**src/rtl/i2cb_pkg.sv**
```systemverilog
package i2cb_pkg;
  typedef enum logic [2:0] {
    ST_IDLE,
    ST_WBIT,
    ST_WACK,
    ST_RBIT,
    ST_MACK,
    ST_PARK
  } st_e;

  typedef struct packed {
    logic scl_rise;
    logic scl_fall;
    logic start;
    logic stop;
  } ev_t;
endpackage

```
**src/rtl/i2cb_lines.sv**
```systemverilog
module i2cb_lines
  import i2cb_pkg::*;
(
  input  logic clk_i,
  input  logic rst_ni,
  input  logic scl_i,
  input  logic sda_i,
  output logic last_scl_o,
  output logic last_sda_o,
  output ev_t  ev_o
);
  logic scl_q, sda_q;
  logic scl_chg, sda_chg;

  assign scl_chg = scl_i ^ scl_q;
  assign sda_chg = sda_i ^ sda_q;

  // clock edge wins over a data change in the same cycle
  always_comb begin
    ev_o.scl_rise = scl_chg & scl_i;
    ev_o.scl_fall = scl_chg & ~scl_i;
    ev_o.start    = ~scl_chg & sda_chg & scl_q & ~sda_i;
    ev_o.stop     = ~scl_chg & sda_chg & scl_q & sda_i;
  end

  always_ff @(posedge clk_i or negedge rst_ni) begin
    if (!rst_ni) begin
      scl_q <= 1'b1;
      sda_q <= 1'b1;
    end else begin
      scl_q <= scl_i;
      sda_q <= sda_i;
    end
  end

  assign last_scl_o = scl_q;
  assign last_sda_o = sda_q;
endmodule

```
**src/rtl/i2cb_fsm.sv**
```systemverilog
module i2cb_fsm
  import i2cb_pkg::*;
#(
  parameter int DATA_W = 8,
  localparam int ADDR_W = DATA_W - 1,
  localparam int CNT_W  = $clog2(DATA_W)
) (
  input  logic              clk_i,
  input  logic              rst_ni,
  input  ev_t               ev_i,
  input  logic              sda_last_i,
  input  logic              rej_i,
  input  logic [DATA_W-1:0] rdata_i,
  output logic              begin_o,
  output logic [ADDR_W-1:0] addr_o,
  output logic              rd_o,
  output logic              wr_o,
  output logic [DATA_W-1:0] wdata_o,
  output logic              rdreq_o,
  output logic              mnack_o,
  output logic              end_o,
  output logic              dev_ld_o,
  output logic              dev_val_o,
  output logic              avld_o
);
  localparam logic [CNT_W-1:0] LAST = CNT_W'(DATA_W - 1);

  st_e              st_q, st_n;
  logic [CNT_W-1:0] cnt_q, cnt_n;
  logic [DATA_W-1:0] buf_q, buf_n, rword;
  logic             avld_q, avld_n;
  logic             rd_q, rd_n;
  logic             go_rd;

  assign rword = (cnt_q == '0) ? rdata_i : buf_q;
  assign go_rd = avld_q ? rd_q : buf_q[0];

  always_comb begin
    st_n      = st_q;
    cnt_n     = cnt_q;
    buf_n     = buf_q;
    avld_n    = avld_q;
    rd_n      = rd_q;
    begin_o   = 1'b0;
    wr_o      = 1'b0;
    rdreq_o   = 1'b0;
    mnack_o   = 1'b0;
    end_o     = 1'b0;
    dev_ld_o  = 1'b0;
    dev_val_o = 1'b1;
    if (ev_i.start) begin
      st_n     = ST_WBIT;
      cnt_n    = '0;
      avld_n   = 1'b0;
      dev_ld_o = 1'b1;
    end else if (ev_i.stop) begin
      end_o    = avld_q;
      st_n     = ST_IDLE;
      avld_n   = 1'b0;
      dev_ld_o = 1'b1;
    end else if (ev_i.scl_fall) begin
      dev_ld_o = 1'b1;
    end else if (ev_i.scl_rise) begin
      dev_ld_o = 1'b1;
      case (st_q)
        ST_WBIT: begin
          buf_n = {buf_q[DATA_W-2:0], sda_last_i};
          cnt_n = cnt_q + 1'b1;
          if (cnt_q == LAST) begin
            st_n  = ST_WACK;
            cnt_n = '0;
          end
        end
        ST_WACK: begin
          if (!avld_q) begin
            begin_o = 1'b1;
            avld_n  = 1'b1;
            rd_n    = buf_q[0];
          end else begin
            wr_o = 1'b1;
          end
          if (rej_i) begin
            end_o  = 1'b1;
            avld_n = 1'b0;
            st_n   = ST_IDLE;
          end else begin
            dev_val_o = 1'b0;
            st_n      = go_rd ? ST_RBIT : ST_WBIT;
          end
        end
        ST_RBIT: begin
          rdreq_o   = (cnt_q == '0);
          dev_val_o = rword[DATA_W-1];
          buf_n     = {rword[DATA_W-2:0], 1'b0};
          cnt_n     = cnt_q + 1'b1;
          if (cnt_q == LAST) begin
            st_n  = ST_MACK;
            cnt_n = '0;
          end
        end
        ST_MACK: begin
          if (sda_last_i) begin
            mnack_o = 1'b1;
            st_n    = ST_PARK;
          end else begin
            st_n = ST_RBIT;
          end
        end
        default: ;
      endcase
    end
  end

  always_ff @(posedge clk_i or negedge rst_ni) begin
    if (!rst_ni) begin
      st_q   <= ST_IDLE;
      cnt_q  <= '0;
      buf_q  <= '0;
      avld_q <= 1'b0;
      rd_q   <= 1'b0;
    end else begin
      st_q   <= st_n;
      cnt_q  <= cnt_n;
      buf_q  <= buf_n;
      avld_q <= avld_n;
      rd_q   <= rd_n;
    end
  end

  assign addr_o  = buf_q[DATA_W-1:1];
  assign rd_o    = buf_q[0];
  assign wdata_o = buf_q;
  assign avld_o  = avld_q;
endmodule

```
**src/rtl/i2cb_drive.sv**
```systemverilog
module i2cb_drive (
  input  logic clk_i,
  input  logic rst_ni,
  input  logic dev_ld_i,
  input  logic dev_val_i,
  input  logic sda_now_i,
  input  logic sda_last_i,
  output logic sda_o,
  output logic chg_o
);
  logic dev_q, dev_n;
  logic res_q, res_n;
  logic chg_q;

  assign dev_n = dev_ld_i ? dev_val_i : dev_q;
  assign res_n = dev_n & sda_now_i;
  assign res_q = dev_q & sda_last_i;

  always_ff @(posedge clk_i or negedge rst_ni) begin
    if (!rst_ni) begin
      dev_q <= 1'b1;
      chg_q <= 1'b0;
    end else begin
      dev_q <= dev_n;
      chg_q <= res_n ^ res_q;
    end
  end

  assign sda_o = res_q;
  assign chg_o = chg_q;
endmodule

```
**src/rtl/i2cb_bridge.sv**
```systemverilog
module i2cb_bridge
  import i2cb_pkg::*;
#(
  parameter int DATA_W = 8,
  localparam int ADDR_W = DATA_W - 1
) (
  input  logic              clk_i,
  input  logic              rst_ni,
  input  logic              scl_i,
  input  logic              sda_i,
  output logic              sda_o,
  output logic              sda_chg_o,
  output logic              tgt_begin_o,
  output logic [ADDR_W-1:0] tgt_addr_o,
  output logic              tgt_rd_o,
  output logic              tgt_wr_o,
  output logic [DATA_W-1:0] tgt_wdata_o,
  output logic              tgt_rdreq_o,
  input  logic [DATA_W-1:0] tgt_rdata_i,
  input  logic              tgt_rej_i,
  output logic              tgt_mnack_o,
  output logic              tgt_end_o
);
  ev_t  ev;
  logic last_scl, last_sda;
  logic dev_ld, dev_val, addr_vld;

  i2cb_lines u_lines (
    .clk_i      (clk_i),
    .rst_ni     (rst_ni),
    .scl_i      (scl_i),
    .sda_i      (sda_i),
    .last_scl_o (last_scl),
    .last_sda_o (last_sda),
    .ev_o       (ev)
  );

  i2cb_fsm #(.DATA_W(DATA_W)) u_fsm (
    .clk_i      (clk_i),
    .rst_ni     (rst_ni),
    .ev_i       (ev),
    .sda_last_i (last_sda),
    .rej_i      (tgt_rej_i),
    .rdata_i    (tgt_rdata_i),
    .begin_o    (tgt_begin_o),
    .addr_o     (tgt_addr_o),
    .rd_o       (tgt_rd_o),
    .wr_o       (tgt_wr_o),
    .wdata_o    (tgt_wdata_o),
    .rdreq_o    (tgt_rdreq_o),
    .mnack_o    (tgt_mnack_o),
    .end_o      (tgt_end_o),
    .dev_ld_o   (dev_ld),
    .dev_val_o  (dev_val),
    .avld_o     (addr_vld)
  );

  i2cb_drive u_drive (
    .clk_i      (clk_i),
    .rst_ni     (rst_ni),
    .dev_ld_i   (dev_ld),
    .dev_val_i  (dev_val),
    .sda_now_i  (sda_i),
    .sda_last_i (last_sda),
    .sda_o      (sda_o),
    .chg_o      (sda_chg_o)
  );
endmodule

```
**config.mk**
```make
export PLATFORM = sky130hd
export DESIGN_NAME = i2cb_bridge
export DESIGN_NICKNAME = d
export VERILOG_FILES = /design/src/rtl/i2cb_pkg.sv /design/src/rtl/i2cb_lines.sv /design/src/rtl/i2cb_fsm.sv /design/src/rtl/i2cb_drive.sv /design/src/rtl/i2cb_bridge.sv
export SDC_FILE = /design/constraint.sdc
export NUM_CORES = 1
export LEC_CHECK = 0
export ABC_AREA = 1
export BUFFER_PORTS_ARGS = -buffer_cell sky130_fd_sc_hd__buf_2
export CAP_MARGIN = 5
export CORE_MARGIN = 5
export CORE_UTILIZATION = 45
export CTS_CLUSTER_SIZE = 12
export DETAILED_ROUTE_END_ITERATION = 7
export GPL_TIMING_DRIVEN = 0
export HOLD_SLACK_MARGIN = 0.03
export PLACE_DENSITY_LB_ADDON = 0.05
export SLEW_MARGIN = 20
export SYNTH_ARGS = -nofsm -noshare
export SYNTH_HDL_FRONTEND = slang
export SYNTH_HIERARCHICAL = 1
export SYNTH_SLANG_ARGS = --single-unit
```
**constraint.sdc**
```tcl
create_clock -name clk_i -period 1.5 [get_ports clk_i]
set_input_delay 0.225 -clock clk_i [delete_from_list [all_inputs] [get_ports clk_i]]
set_output_delay 0.225 -clock clk_i [all_outputs]
set_load 0.01 [all_outputs]
```
# [Yosys cells after proc, flatten, opt, wreduce, memory -nomap -nowiden]
# Cells that the tools add are included.
[op_classes] add_sub_neg=1 eq_ne=10 mux=64 n_bitwise=17 n_reduce_logical=13
[op_table] cell="1-bit two-way mux" count=45
[op_table] cell="3-bit two-way mux" count=14
[op_table] cell="8-bit one-hot mux with 2 select lines" count=1
[op_table] cell="5-bit AND reduction" count=3
[op_table] cell="3-bit one-hot mux with 4 select lines" count=1
[op_table] cell="1-bit bitwise AND" count=8
[op_table] cell="8-bit two-way mux" count=1
[op_table] cell="4-bit by 3-bit != test with 1-bit output, second input constant" count=2
[op_table] cell="3-bit by 2-bit equality test with 1-bit output, second input constant" count=2
[op_table] cell="3-bit equality test, second input constant" count=2
[op_table] cell="1-bit NOT" count=6
[op_table] cell="2-bit nonzero test" count=3
[op_table] cell="3-bit nonzero test" count=2
[op_table] cell="6-bit nonzero test" count=1
[op_table] cell="4-bit AND reduction" count=1
[op_table] cell="3-bit by 1-bit adder with 3-bit output, second input constant" count=1
[op_table] cell="3-bit by 1-bit equality test with 1-bit output, second input constant" count=1
[op_table] cell="3-bit zero test" count=1
[op_table] cell="3-bit != test, second input constant" count=1
[op_table] cell="3-bit AND reduction" count=1
[op_table] cell="1-bit bitwise XOR" count=3
[op_table] cell="2-bit two-way mux" count=1
[op_table] cell="2-bit by 1-bit != test with 1-bit output, second input constant" count=1
[op_table] cell="2-bit != test, second input constant" count=1
[op_table] cell="other kinds (2)" count=2
[word_totals] reg_bits=20 inputBits=13 output_inout_bits=23 word_cells=114

# [Depth between registers and ports, before layout]
[depth] ltp_word=10 mapped_depth=13 depth_no_buf=13

# [By module]
# Netlist, hierarchy kept.
[by_module_without_submodules] module="i2cb_fsm" instances=1 cells_each=158 area_each_um2=1078.5 seq_area_each_um2=400.4
[by_module_without_submodules] module="i2cb_drive" instances=1 cells_each=16 area_each_um2=113.9 seq_area_each_um2=51.3
[by_module_without_submodules] module="i2cb_lines" instances=1 cells_each=11 area_each_um2=106.4 seq_area_each_um2=52.6

# [Least setup slack after synthesis]
# OpenSTA, ideal clock, no wires.
[synth_path] kind="reg2out" from="register u_lines.scl_q (netlist: u_lines/last_scl_o)" to="output port tgt_end_o" t_arrival_ns=1.487 setup_slack_ns=-0.212 path_stages_with_launch=8 path_buffers=1 cell_sequence="dfstp_2 > ha_1 > nand2_1 > nor3_1 > nor2_2 > nand2_1 > buf_2 > o32ai_1"
[synth_lines] element="start: declaration" line_no="i2cb_lines.sv:12" source="logic scl_q, sda_q;"
[synth_lines] element="start signal: assignment" line_no="i2cb_lines.sv:31" source="scl_q <= scl_i;"
[synth_lines] element="end: declaration" line_no="i2cb_bridge.sv:22" source="output logic tgt_end_o"

==> results.ini <==
[timing]
totalNegativeSetupSlack_ns = -7.87
fmax_ghz = 0.487
setup_slack_ns = -0.553
slew_viol_final = 0
skew_ns = 0.00162
rsz0062_at_grt = true
worst_pin_slew_ns = 0.506
finalHoldViolations = 0
relSlewSlack = 0.662
period_share = 1.37
final.min_clock_period_ns = 2.05
final-setup-viol-count = 23

[power_and_ir_drop]
finalPower_uw = 2800
vdd_drop_max_mv = 1.24
p_per_area_nw_per_um2 = 1460
p_leak_uw = 0.00105

[route]
num_vias = 1351
final_antenna_net_count = 0
first_pass_iters = 4
drc = 0
avgViaCountPerCell = 4.95
drt-total-wl_um = 3530
detail_route.wl_per_cell_um = 12.9
dr.first_iter.drc_count = 73

[finish]
num-nets-final = 261
antennaDiodeCount = 0
layout_common_cells = 49 x nand2_1, 32 x buf_2, 26 x inv_1
final_common_cell = nand2_1
syn2layout_area_growth_pct = 47.7
final_layout_size_suffix_gt1_frac = 0.450

[synth]
synth_top_family_by_area = simple AND/OR/NAND/NOR gates
avgSynthCellArea_um2 = 7.02
netlist.area_leader.share = 0.328
synthCells = 185
ys_ff_latch = 20
synth_cell_types = 21
synthMuxAreaShare = 0
async_flop_share = 1.00
syn_area_um2 = 1300
synth-adder-area-share = 0.0482
synth_top_cell_by_area = dfrtp_1
syn-num-nets = 203
netlist_top_cells_area = dfrtp_1 33%, nand2_1 16%, inv_1 8.4%
synth_edf_count = 0
yosys.area_share.xor_xnor = 0
yosys.area_share.simple = 0.317
synth_ff_type = dfrtp_1
synth_compound_area_frac = 0.0983
yosysSeqAreaShare = 0.388
ys_warn_count = 6

[floorplan]
rows = 19
die_w_um = 63.7
ioPinCount = 36
die_y_um = 63.7
start_util = 0.471
dieArea_um2 = 4060
core_um2 = 2760

[setup_path]
worstPathMaxFanout = 5
start_kind = register
crit_arrival_ns = 1.83
worstSetupPathType = register to output pin
crit_path_end_kind = output pin
required_ns = 1.27

[global_route]
grt_max_degree = 21
overflow = 0
track_usage = 0.188
antenna_found_initial = 0
grt_pass1_wl_um = 6180
grt_pass1_vias = 1412

[job]
cap_violations = 0

[min_path]
hold_path_class = primary input to register

[run_status]
violations = setup timing
status = finished with violations

[clocking]
cts_buffer_depth = 2
clock_latency_ns = 0.30
cts_tree = done
root_buffer = clkbuf_4
h-tree-depth = 1
cts.sinks = 20
clk_pin_slew_worst_paths_ns = 0.12
cts_buffers = 3

[placed_design]
gp_congestion = 0.895
port_buffers = 35
hpwl_um = 2510

==> area by class of cell <==
class | count | area [µm²]
multi-input cells | 125 | 776
clock buffers | 4 | 36.3
well taps | 31 | 38.8
repair buffers | 53 | 357
plain buffers | 11 | 97.6
inverters | 29 | 109
flip-flops and latches | 20 | 504
fillers | 246 | 840
==> cells by family (layout without fill, tap and decap cells) <==
group | count (synthesis) | in the layout
AOI/OAI and AO/OA | 24 | 24
adders and majority gates | 5 | 5
buffers and inverters | 40 | 97
DFF | 20 | 20
and+or+nand+nor | 96 | 96
==> sequential cells by signal (all words and copies together) (netlist names) <==
| name | cells |
|---|---|
| u_fsm/st_q | 3 |
| u_fsm/wdata_o | 8 |
| u_fsm/rd_q | 1 |
| u_fsm/cnt_q | 3 |
| u_drive/dev_q | 1 |
| u_fsm/avld_o | 1 |
| u_drive/chg_o | 1 |
| u_lines/last_sda_o | 1 |
| u_lines/last_scl_o | 1 |
==> critical path, stage by stage, from the launching register on <==
cell and delay [ns]:
dfstp_2 0.58, ha_4 0.21, nand2_4 0.08, nor3_4 0.05, nor2_2 0.12, nand2_2 0.09
buf_8 0.14, o32ai_4 0.09, buf_2 0.17
==> cell usage after synthesis, types with 2 or more instances <==
| cell type | number |
|---|---|
| nor2_1 | 20 |
| nor3_1 | 2 |
| nor2_2 | 2 |
| ha_1 | 5 |
| o21ai_0 | 15 |
| dfstp_2 | 3 |
| dfrtp_1 | 17 |
| buf_4 | 9 |
| inv_1 | 29 |
| nand3_1 | 12 |
| nand2_1 | 54 |
| o21ai_1 | 6 |
| nand2_2 | 3 |
==> path summary, 6_finish.rpt <==
path | startpoint | to | slack [ns] | cells past startpoint
setup / recovery | u_lines/last_scl_o | tgt_end_o | -0.55 | 8
hold / removal | sda_i | u_lines/last_sda_o | 0.07 | 1
setup reg to reg | u_lines/last_scl_o | u_fsm/wdata_o[6] | -0.44 | 11
hold reg to reg | u_fsm/rd_q | u_fsm/rd_q | 0.50 | 2
max in group asynchronous | rst_ni | u_drive/dev_q | 0.77 | 2
min in group asynchronous | rst_ni | u_fsm/st_q[0] | 0.39 | 2
==> what timing repair did <==
| action | 4_1_cts | 5_1_grt |
|---|---|---|
| buffers inserted | 10 | 5 |
| pin swaps | 7 | 12 |
| gates cloned | 1 | 0 |
| resized for setup | 25 | 21 |
| setup endpoints to repair | 23 | 24 |
| hold endpoints to repair | 18 | 0 |
| hold buffers | 2 | 0 |
==> power by group <==
part           leakage, µW  internal, µW  total, µW  switching, µW
Combinational     0.000771           628       1550            926
Sequential        0.000256           733        922            189
Clock            0.0000210           148        322            174
Total              0.00105          1510       2800           1290
==> layer usage <==
metal  vias up  wire, µm  GRT usage
met5         -         0          0
met4         0        34     0.0649
met3         4       167     0.0355
met2        31      1870      0.330
met1       630      1460      0.228
li1        686         -          -
==> through the flow <==
step,utilization,worst slack [ns],std cells,hold slack [ns],area [µm²]
after CTS,0.662,-0.629,268,0.0568,1830
after detailed placement,0.583,-0.422,251,0.209,1610
after floorplan,-,-0.161,185,-0.0706,1390
after global routing,0.696,-0.650,273,0.0531,1920
after global placement,0.583,-0.386,251,0.202,1610
final,0.696,-0.553,273,0.0668,1920
Power figures use the tool's default switching activity.
